<file path="config.mk">
export PLATFORM = sky130hd
export DESIGN_NAME = pinchg_irq_ctrl
export DESIGN_NICKNAME = d
export VERILOG_FILES = /design/src/rtl/pcic_pkg.sv /design/src/rtl/pcic_sync.sv /design/src/rtl/pcic_regs.sv /design/src/rtl/pcic_flag_grp.sv /design/src/rtl/pcic_prio.sv /design/src/rtl/pinchg_irq_ctrl.sv
export SDC_FILE = /design/constraint.sdc
export NUM_CORES = 1
export LEC_CHECK = 0
export BUFFER_PORTS_ARGS = -buffer_cell sky130_fd_sc_hd__buf_2
export CORE_UTILIZATION = 40
export CTS_CLUSTER_DIAMETER = 200
export DETAILED_ROUTE_END_ITERATION = 10
export HOLD_SLACK_MARGIN = 0.08
export PLACE_DENSITY = 0.63
export SYNTH_ARGS = -nofsm -noshare
export SYNTH_HDL_FRONTEND = slang
export SYNTH_SLANG_ARGS = --single-unit
</file>
<file path="constraint.sdc">
create_clock -name clk -period 1.5 [get_ports clk]
set_input_delay 0.3 -clock clk [delete_from_list [all_inputs] [get_ports clk]]
set_output_delay 0.3 -clock clk [all_outputs]
set_load 0.01 [all_outputs]
</file>
<file path="src/rtl/pcic_pkg.sv">
package pcic_pkg;
   localparam int unsigned ADDR_EN        = 0;
   localparam int unsigned ADDR_FLAG      = 1;
   localparam int unsigned ADDR_MASK_BASE = 2;

   function automatic int unsigned vec_width(input int unsigned n);
      return (n > 1) ? $clog2(n) : 1;
   endfunction
endpackage

</file>
<file path="src/rtl/pcic_sync.sv">
module pcic_sync #(
   parameter int unsigned W      = 24,
   parameter int unsigned STAGES = 2
) (
   input  logic         clk,
   input  logic         rst_n,
   input  logic [W-1:0] d,
   output logic [W-1:0] chg
);
   if (STAGES < 2) begin : g_bad_stages
      $error("pcic_sync: STAGES must be at least 2");
   end

   logic [STAGES-1:0][W-1:0] stg_q;
   logic [W-1:0]             prev_q;

   always_ff @(posedge clk or negedge rst_n) begin
      if (!rst_n) begin
         stg_q  <= '0;
         prev_q <= '0;
      end else begin
         stg_q  <= {stg_q[STAGES-2:0], d};
         prev_q <= stg_q[STAGES-1];
      end
   end

   assign chg = stg_q[STAGES-1] ^ prev_q;
endmodule

</file>
<file path="src/rtl/pcic_regs.sv">
module pcic_regs #(
   parameter int unsigned          NUM_GRP     = 3,
   parameter int unsigned          GRP_W       = 8,
   parameter int unsigned          AW          = 3,
   parameter int unsigned          DW          = 8,
   parameter logic [NUM_GRP*GRP_W-1:0] PIN_PRESENT = '1
) (
   input  logic                     clk,
   input  logic                     rst_n,
   input  logic                     reg_we,
   input  logic [AW-1:0]            reg_addr,
   input  logic [DW-1:0]            reg_wdata,
   output logic [DW-1:0]            reg_rdata,
   input  logic [NUM_GRP-1:0]       flag,
   output logic [NUM_GRP-1:0]       en,
   output logic [NUM_GRP*GRP_W-1:0] mask,
   output logic [NUM_GRP-1:0]       w1c
);
   import pcic_pkg::*;

   localparam int unsigned NREG = ADDR_MASK_BASE + NUM_GRP;

   if (DW < GRP_W || DW < NUM_GRP) begin : g_bad_dw
      $error("pcic_regs: DW too narrow");
   end
   if (NREG > (1 << AW)) begin : g_bad_aw
      $error("pcic_regs: AW too narrow for register map");
   end

   logic [NUM_GRP-1:0]       en_q;
   logic [NUM_GRP*GRP_W-1:0] mask_q;

   always_ff @(posedge clk or negedge rst_n) begin
      if (!rst_n) begin
         en_q   <= '0;
         mask_q <= '0;
      end else if (reg_we) begin
         if (reg_addr == AW'(ADDR_EN))
            en_q <= reg_wdata[NUM_GRP-1:0];
         for (int g = 0; g < NUM_GRP; g++) begin
            if (reg_addr == AW'(ADDR_MASK_BASE + g))
               mask_q[g*GRP_W +: GRP_W] <= reg_wdata[GRP_W-1:0] & PIN_PRESENT[g*GRP_W +: GRP_W];
         end
      end
   end

   assign w1c  = (reg_we && reg_addr == AW'(ADDR_FLAG)) ? reg_wdata[NUM_GRP-1:0] : '0;
   assign en   = en_q;
   assign mask = mask_q;

   always_comb begin
      reg_rdata = '0;
      if (reg_addr == AW'(ADDR_EN))
         reg_rdata[NUM_GRP-1:0] = en_q;
      if (reg_addr == AW'(ADDR_FLAG))
         reg_rdata[NUM_GRP-1:0] = flag;
      for (int g = 0; g < NUM_GRP; g++) begin
         if (reg_addr == AW'(ADDR_MASK_BASE + g))
            reg_rdata[GRP_W-1:0] = mask_q[g*GRP_W +: GRP_W];
      end
   end
endmodule

</file>
<file path="src/rtl/pcic_flag_grp.sv">
module pcic_flag_grp #(
   parameter int unsigned GRP_W = 8
) (
   input  logic             clk,
   input  logic             rst_n,
   input  logic [GRP_W-1:0] chg,
   input  logic [GRP_W-1:0] mask,
   input  logic             w1c,
   input  logic             ack,
   input  logic             en,
   input  logic             gie,
   output logic             hit,
   output logic             flag,
   output logic             req
);
   logic flag_q;

   assign hit = |(chg & mask);

   always_ff @(posedge clk or negedge rst_n) begin
      if (!rst_n)
         flag_q <= 1'b0;
      else if (hit)
         flag_q <= 1'b1;
      else if (w1c || ack)
         flag_q <= 1'b0;
   end

   assign flag = flag_q;
   assign req  = flag_q & en & gie;
endmodule

</file>
<file path="src/rtl/pcic_prio.sv">
module pcic_prio #(
   parameter int unsigned N  = 3,
   parameter int unsigned VW = 2
) (
   input  logic [N-1:0]  req,
   output logic          any,
   output logic [VW-1:0] vec
);
   always_comb begin
      vec = '0;
      for (int i = N - 1; i >= 0; i--) begin
         if (req[i]) vec = VW'(i);
      end
   end

   assign any = |req;
endmodule

</file>
<file path="src/rtl/pinchg_irq_ctrl.sv">
module pinchg_irq_ctrl #(
   parameter int unsigned NUM_GRP     = 3,
   parameter int unsigned GRP_W       = 8,
   parameter int unsigned SYNC_STAGES = 2,
   parameter int unsigned AW          = 3,
   parameter int unsigned DW          = 8,
   parameter logic [NUM_GRP*GRP_W-1:0] PIN_PRESENT = 24'hFF_7FFF,
   localparam int unsigned PINS  = NUM_GRP * GRP_W,
   localparam int unsigned VEC_W = pcic_pkg::vec_width(NUM_GRP)
) (
   input  logic               clk,
   input  logic               rst_n,
   input  logic [PINS-1:0]    pin_in,
   input  logic               gie,
   input  logic               reg_we,
   input  logic [AW-1:0]      reg_addr,
   input  logic [DW-1:0]      reg_wdata,
   output logic [DW-1:0]      reg_rdata,
   input  logic [NUM_GRP-1:0] grp_ack,
   output logic [NUM_GRP-1:0] grp_irq,
   output logic               irq_any,
   output logic [VEC_W-1:0]   irq_vec
);
   if (NUM_GRP < 1 || NUM_GRP > DW) begin : g_bad_grp
      $error("pinchg_irq_ctrl: NUM_GRP out of range");
   end

   logic [PINS-1:0]    chg_vec;
   logic [PINS-1:0]    mask_vec;
   logic [NUM_GRP-1:0] en_vec;
   logic [NUM_GRP-1:0] flag_vec;
   logic [NUM_GRP-1:0] hit_vec;
   logic [NUM_GRP-1:0] w1c_vec;

   pcic_sync #(.W(PINS), .STAGES(SYNC_STAGES)) u_sync (
      .clk   (clk),
      .rst_n (rst_n),
      .d     (pin_in),
      .chg   (chg_vec)
   );

   pcic_regs #(
      .NUM_GRP(NUM_GRP), .GRP_W(GRP_W), .AW(AW), .DW(DW), .PIN_PRESENT(PIN_PRESENT)
   ) u_regs (
      .clk       (clk),
      .rst_n     (rst_n),
      .reg_we    (reg_we),
      .reg_addr  (reg_addr),
      .reg_wdata (reg_wdata),
      .reg_rdata (reg_rdata),
      .flag      (flag_vec),
      .en        (en_vec),
      .mask      (mask_vec),
      .w1c       (w1c_vec)
   );

   for (genvar g = 0; g < NUM_GRP; g++) begin : g_grp
      pcic_flag_grp #(.GRP_W(GRP_W)) u_flag (
         .clk   (clk),
         .rst_n (rst_n),
         .chg   (chg_vec[g*GRP_W +: GRP_W]),
         .mask  (mask_vec[g*GRP_W +: GRP_W]),
         .w1c   (w1c_vec[g]),
         .ack   (grp_ack[g]),
         .en    (en_vec[g]),
         .gie   (gie),
         .hit   (hit_vec[g]),
         .flag  (flag_vec[g]),
         .req   (grp_irq[g])
      );
   end

   pcic_prio #(.N(NUM_GRP), .VW(VEC_W)) u_prio (
      .req (grp_irq),
      .any (irq_any),
      .vec (irq_vec)
   );
endmodule

</file>
# Word-level counts from Yosys, hierarchy flattened
# Cells that the tools add are included.
# totals
regBits	101
input_bits	42
output_inout_bits	14
wordCells	55
# classes
eq_ne	4
mux	15
n_bitwise	10
reduce_logical	16
# ops
cell	n
$mux 8	3
$reduce_or 8->1	3
$xor 24x24->24	1
$and 8x8->8	2
$mux 3	3
$and 8x7->8	1
$reduce_and 2->1	4
$and 1x1->1	6
$eq 3x2->1 const B	2
$mux 1	6
$mux 2	3
$reduce_bool 2->1	3
$eq 3x1->1 const B	1
$eq 3x3->1 const B	1
$logic_not 3->1	1
$logic_or 1x1->1	3
$reduce_or 3->1	1
$logic_and 1x1->1	1

# Longest topological paths before layout
# depth
ltp_word	6
ltp_mapped	5
mapped_depth_nobuf	4

# Cells and area by module
# Synthesis repeated with hierarchy kept, for this count alone.
# hier_totals
hier_cells	223
hier_area_um2	3732.3
# modules_own_cells
mod	instances	cells_each	area_per_inst_um2	seq_area_each_um2
pcic_sync	1	96	2011.9	1801.7
pcic_regs	1	97	1385.1	650.6
pcic_flag_grp	3	9	105.1	25.0
pcic_prio	1	3	20.0	0.0

# Worst setup path before layout
# No wires, ideal clock.
# synth_timing
path_kind	input port to output port
start	input reg_addr[0]
end	output reg_rdata[2]
t_arrival_ns	1.069
required_time_ns	1.200
setup_slack_ns	0.131
path_stages	4
n_path_buf	1
path_cell_list	buf_6 -> mux4_2 -> inv_1 -> o21ai_2
# synth_between
elab_chain_cells	6
elab_cells_between_ends	10
classes_between	4 x eq/ne; 5 x mux; 1 x reduce/logical
# synth_rtl
element	line	source
start, declared	pinchg_irq_ctrl.sv:16	input logic [AW-1:0] reg_addr,
$logic_not 3->1	pcic_regs.sv:53	if (reg_addr == AW'(ADDR_EN))
$mux 3	pcic_regs.sv:53	
$mux 3	pcic_regs.sv:55	if (reg_addr == AW'(ADDR_FLAG))
$mux 8 (2 in series)	pcic_regs.sv:58	if (reg_addr == AW'(ADDR_MASK_BASE + g))
$mux 8 (*)	pcic_regs.sv:58	
end, declared	pinchg_irq_ctrl.sv:18	output logic [DW-1:0] reg_rdata,
# Every way passes the cells marked *; elsewhere a longest branch is shown, timed or not.

# Worst setup path in the final report
# layout_timing
start	register u_regs.mask_q[9] (netlist: u_regs.mask[9])
end	output reg_rdata[1]
# layout_between
elab_chain_cells	2
# layout_rtl
element	line	source
start, declared	pcic_regs.sv:31	logic [NUM_GRP*GRP_W-1:0] mask_q;
start signal, assigned by index	pcic_regs.sv:42	mask_q[g*GRP_W +: GRP_W] <= reg_wdata[GRP_W-1:0] & PIN_PRESENT[g*GRP_W +: GRP_W];
$mux 8 (2 in series)	pcic_regs.sv:58	
# No other way between the ends.

==> metrics.md <==
| Metric | Value |
|---|---|
| Status | `finished, violations left` |
| Failing checks | `negative setup slack` |
| DRT iter0 DRCs | `94` |
| Gpl congestion | `0.789` |
| Final layout net count | `383` |
| Final WL | `6.56 mm` |
| Clk buf depth | `2` |
| # port buffers | `54` |
| Ports | `56` |
| Primary FF master, synth | `dfrtp_1` |
| Static Leak | `0.00225 µW` |
| Fin. Hold Viols | `0` |
| Clock transition at path regs | `0.09 ns` |
| Max-cap violations | `0` |
| Fin Hold WS | `0.212 ns` |
| Most common cell after layout, fill and taps aside | `dfrtp_1` |
| Synth warn | `0` |
| Yosys cell types | `31` |
| Period utilisation layout | `118%` |
| Max Clk Rate | `0.563 GHz` |
| Initial core utilization | `41.3%` |
| Area Growth Syn to Fin | `33.2%` |
| Asr flop ratio synth | `100%` |
| Post-Syn Instances | `219` |
| Vias | `2149` |
| Worst slew pin tran | `0.339 ns` |
| Vias in the first global route | `2270` |
| Clk sink count | `98` |
| Setup-failing EPs final | `6` |
| Minimum clock period | `1.77 ns` |
| Final antenna-violating net count | `0` |
| Number of antenna diodes | `0` |
| Syn Nets | `261` |
| Die area | `9340 µm²` |
| Final design area excluding fillers | `4770 µm²` |
| CP required | `1.20 ns` |
| Unrepaired setup endpoints after global routing | `true` |
| Crit path max-delay cell type | `mux4_2` |
| Largest net degree at the start of global routing | `43` |
| Cells along the critical path | `mux4_2 -> inv_2 -> o21ai_2 -> buf_2` |
| Final setup TNS | `-1.19 ns` |
| Layout cell share with drive strength beyond 1 | `44.2%` |
| Main area contributors after synthesis | `dfrtp_1, mux2_4, xor2_1, mux2_2, a22oi_1` |
| Worst-path maximum fanout | `2` |
| Initial antenna violation count | `0` |
| Syn avg cell area | `16.4 µm²` |
| Number of H-tree levels | `3` |
| FF+latch count, synth | `98` |
| TritonCTS buffer count | `9` |
| Skew-Pair Late Insertion Delay | `0.35 ns` |
| CP endpoint kind | `primary output` |
| TritonCTS clock tree | `built` |
| Post-synth EDFFs | `0` |
| First-pass GRT wire length | `11.2 mm` |
| Drt pass-1 iters | `4` |
| Min-delay worst type | `input port to flip-flop` |
| Setup slack after layout | `-0.275 ns` |
| Post-DP HPWL | `4.50 mm` |
| Core ar. | `8680 µm²` |
| Site Rows | `34` |
| Slew Limit Fails | `0` |
| Synth area leader | `dfrtp_1` |
| CP Launch Type | `flip-flop` |
| Peak VDD IR | `0.000565 V` |
| CP arrival | `1.47 ns` |
| Share of the synthesized area in the top cell type | `68.4%` |
| CP Class | `flip-flop to primary output` |
| All-Layer GR Usage | `15.5%` |
| Grt ovf | `0` |
| Max transition margin | `77.4%` |
| Seq/Total Area, Yosys | `68.4%` |
| Die width | `96.7 µm` |
| Max stage delay on crit path | `0.48 ns` |
| Clock Skews | `0.00960 ns` |
| DR WL/cell | `14.4 µm` |
| Residual DRC | `0` |
| DP Area | `4110 µm²` |
| PwrDens | `1240 nW/µm²` |
| Most frequent cells in the layout | `dfrtp_1, buf_2, buf_4` |
| Vias per cell | `4.73` |
| CTS root buffer | `clkbuf_8` |
| Die H | `96.7 µm` |
| Synth Cell Area | `3580 µm²` |
## report_power, final
part | switching (µW) | internal (µW)
sequential | 156 | 2900
combinational | 441 | 678
clock | 861 | 871
total | 1460 | 4450
## per-stage QoR
stage | power, µW | util, % | worst slack, ns | instances
2_1_floorplan | 3580 | - | 0.131 | 219
3_5_place_dp | 3960 | 47.4 | -0.131 | 392
4_1_cts | 5890 | 54.0 | -0.296 | 446
3_3_place_gp | 3940 | 47.4 | -0.123 | 392
5_1_grt | 6190 | 55.0 | -0.330 | 454
6_report | 5910 | 55.0 | -0.275 | 454
## registers in the layout, summed over array words and instances (netlist names)
signal             flops
u_sync.stg_q          46
u_regs.mask           23
u_sync.prev_q         23
g_grp.u_flag.flag      3
u_regs.en              3
## final cells by class
type / count / area [µm²]
Multi-Input combinational cell: 109 / 1080
Fill cell: 747 / 3910
Clock inverter: 3 / 46.3
Sequential cell: 98 / 2450
Clock buffer: 13 / 159
Tap cell: 108 / 135
Timing Repair Buffer: 119 / 888
Inverter: 4 / 15.0
## critical path, delay by kind of cell, from the launching register on
| kind | cells | cell delay [ns] |
|---|---|---|
| flops | 1 | 0.40 |
| buf+inv | 2 | 0.20 |
| compound gates | 1 | 0.05 |
| mux | 1 | 0.48 |
## synth_stat cells (2+ instances only)
cell type and n:
buf_4 3, nand4_1 3, a22oi_1 6, mux2i_1 4, o21ai_0 5, a21oi_1 2, mux4_2 2, nand2_1 9
and3_1 3, a22o_1 3, o21ai_2 2, dfrtp_1 98, mux2_4 16, inv_1 4, buf_6 4, nand3b_1 5
nand3_1 4, a221oi_1 2, mux2_2 10, xor2_1 23
## logic make-up after synthesis
kind of cell / share of synthesized area (%)
compound gates: 4.43
xor+xnor: 5.62
buf+inv: 2.44
flops: 68.4
mux: 12.9
simple gates: 6.14
## worst paths after layout
| check | start | to | slack, ns | cells past startpoint |
|---|---|---|---|---|
| min reg2reg | u_sync.stg_q[5] | u_sync.stg_q[29] | 0.35 | 0 |
| max | u_regs.mask[9] | reg_rdata[1] | -0.27 | 4 |
| min in group asynchronous | rst_n | u_sync.stg_q[21] | 0.38 | 2 |
| max reg2reg | u_regs.mask[0] | g_grp[0].u_flag.flag | 0.10 | 5 |
| max in group asynchronous | rst_n | u_sync.stg_q[1] | 0.59 | 3 |
| min | reg_wdata[7] | u_regs.mask[23] | 0.21 | 2 |
## what timing repair did
action                                  in CTS  in global routing
endpoints found under the setup margin      10                 13
buffers inserted                            14                  8
gates resized for setup                     14                  9
hold buffers                                24                  0
pin swaps                                    3                  2
endpoints found under the hold margin       44                  0
## layer usage
layer,track usage (%),part of all wire (%)
met1,21.3,46
met2,23.6,48
met3,3.25,4.4
met4,7.23,2.2
met5,0,0
(Power assumes the default switching activity.)
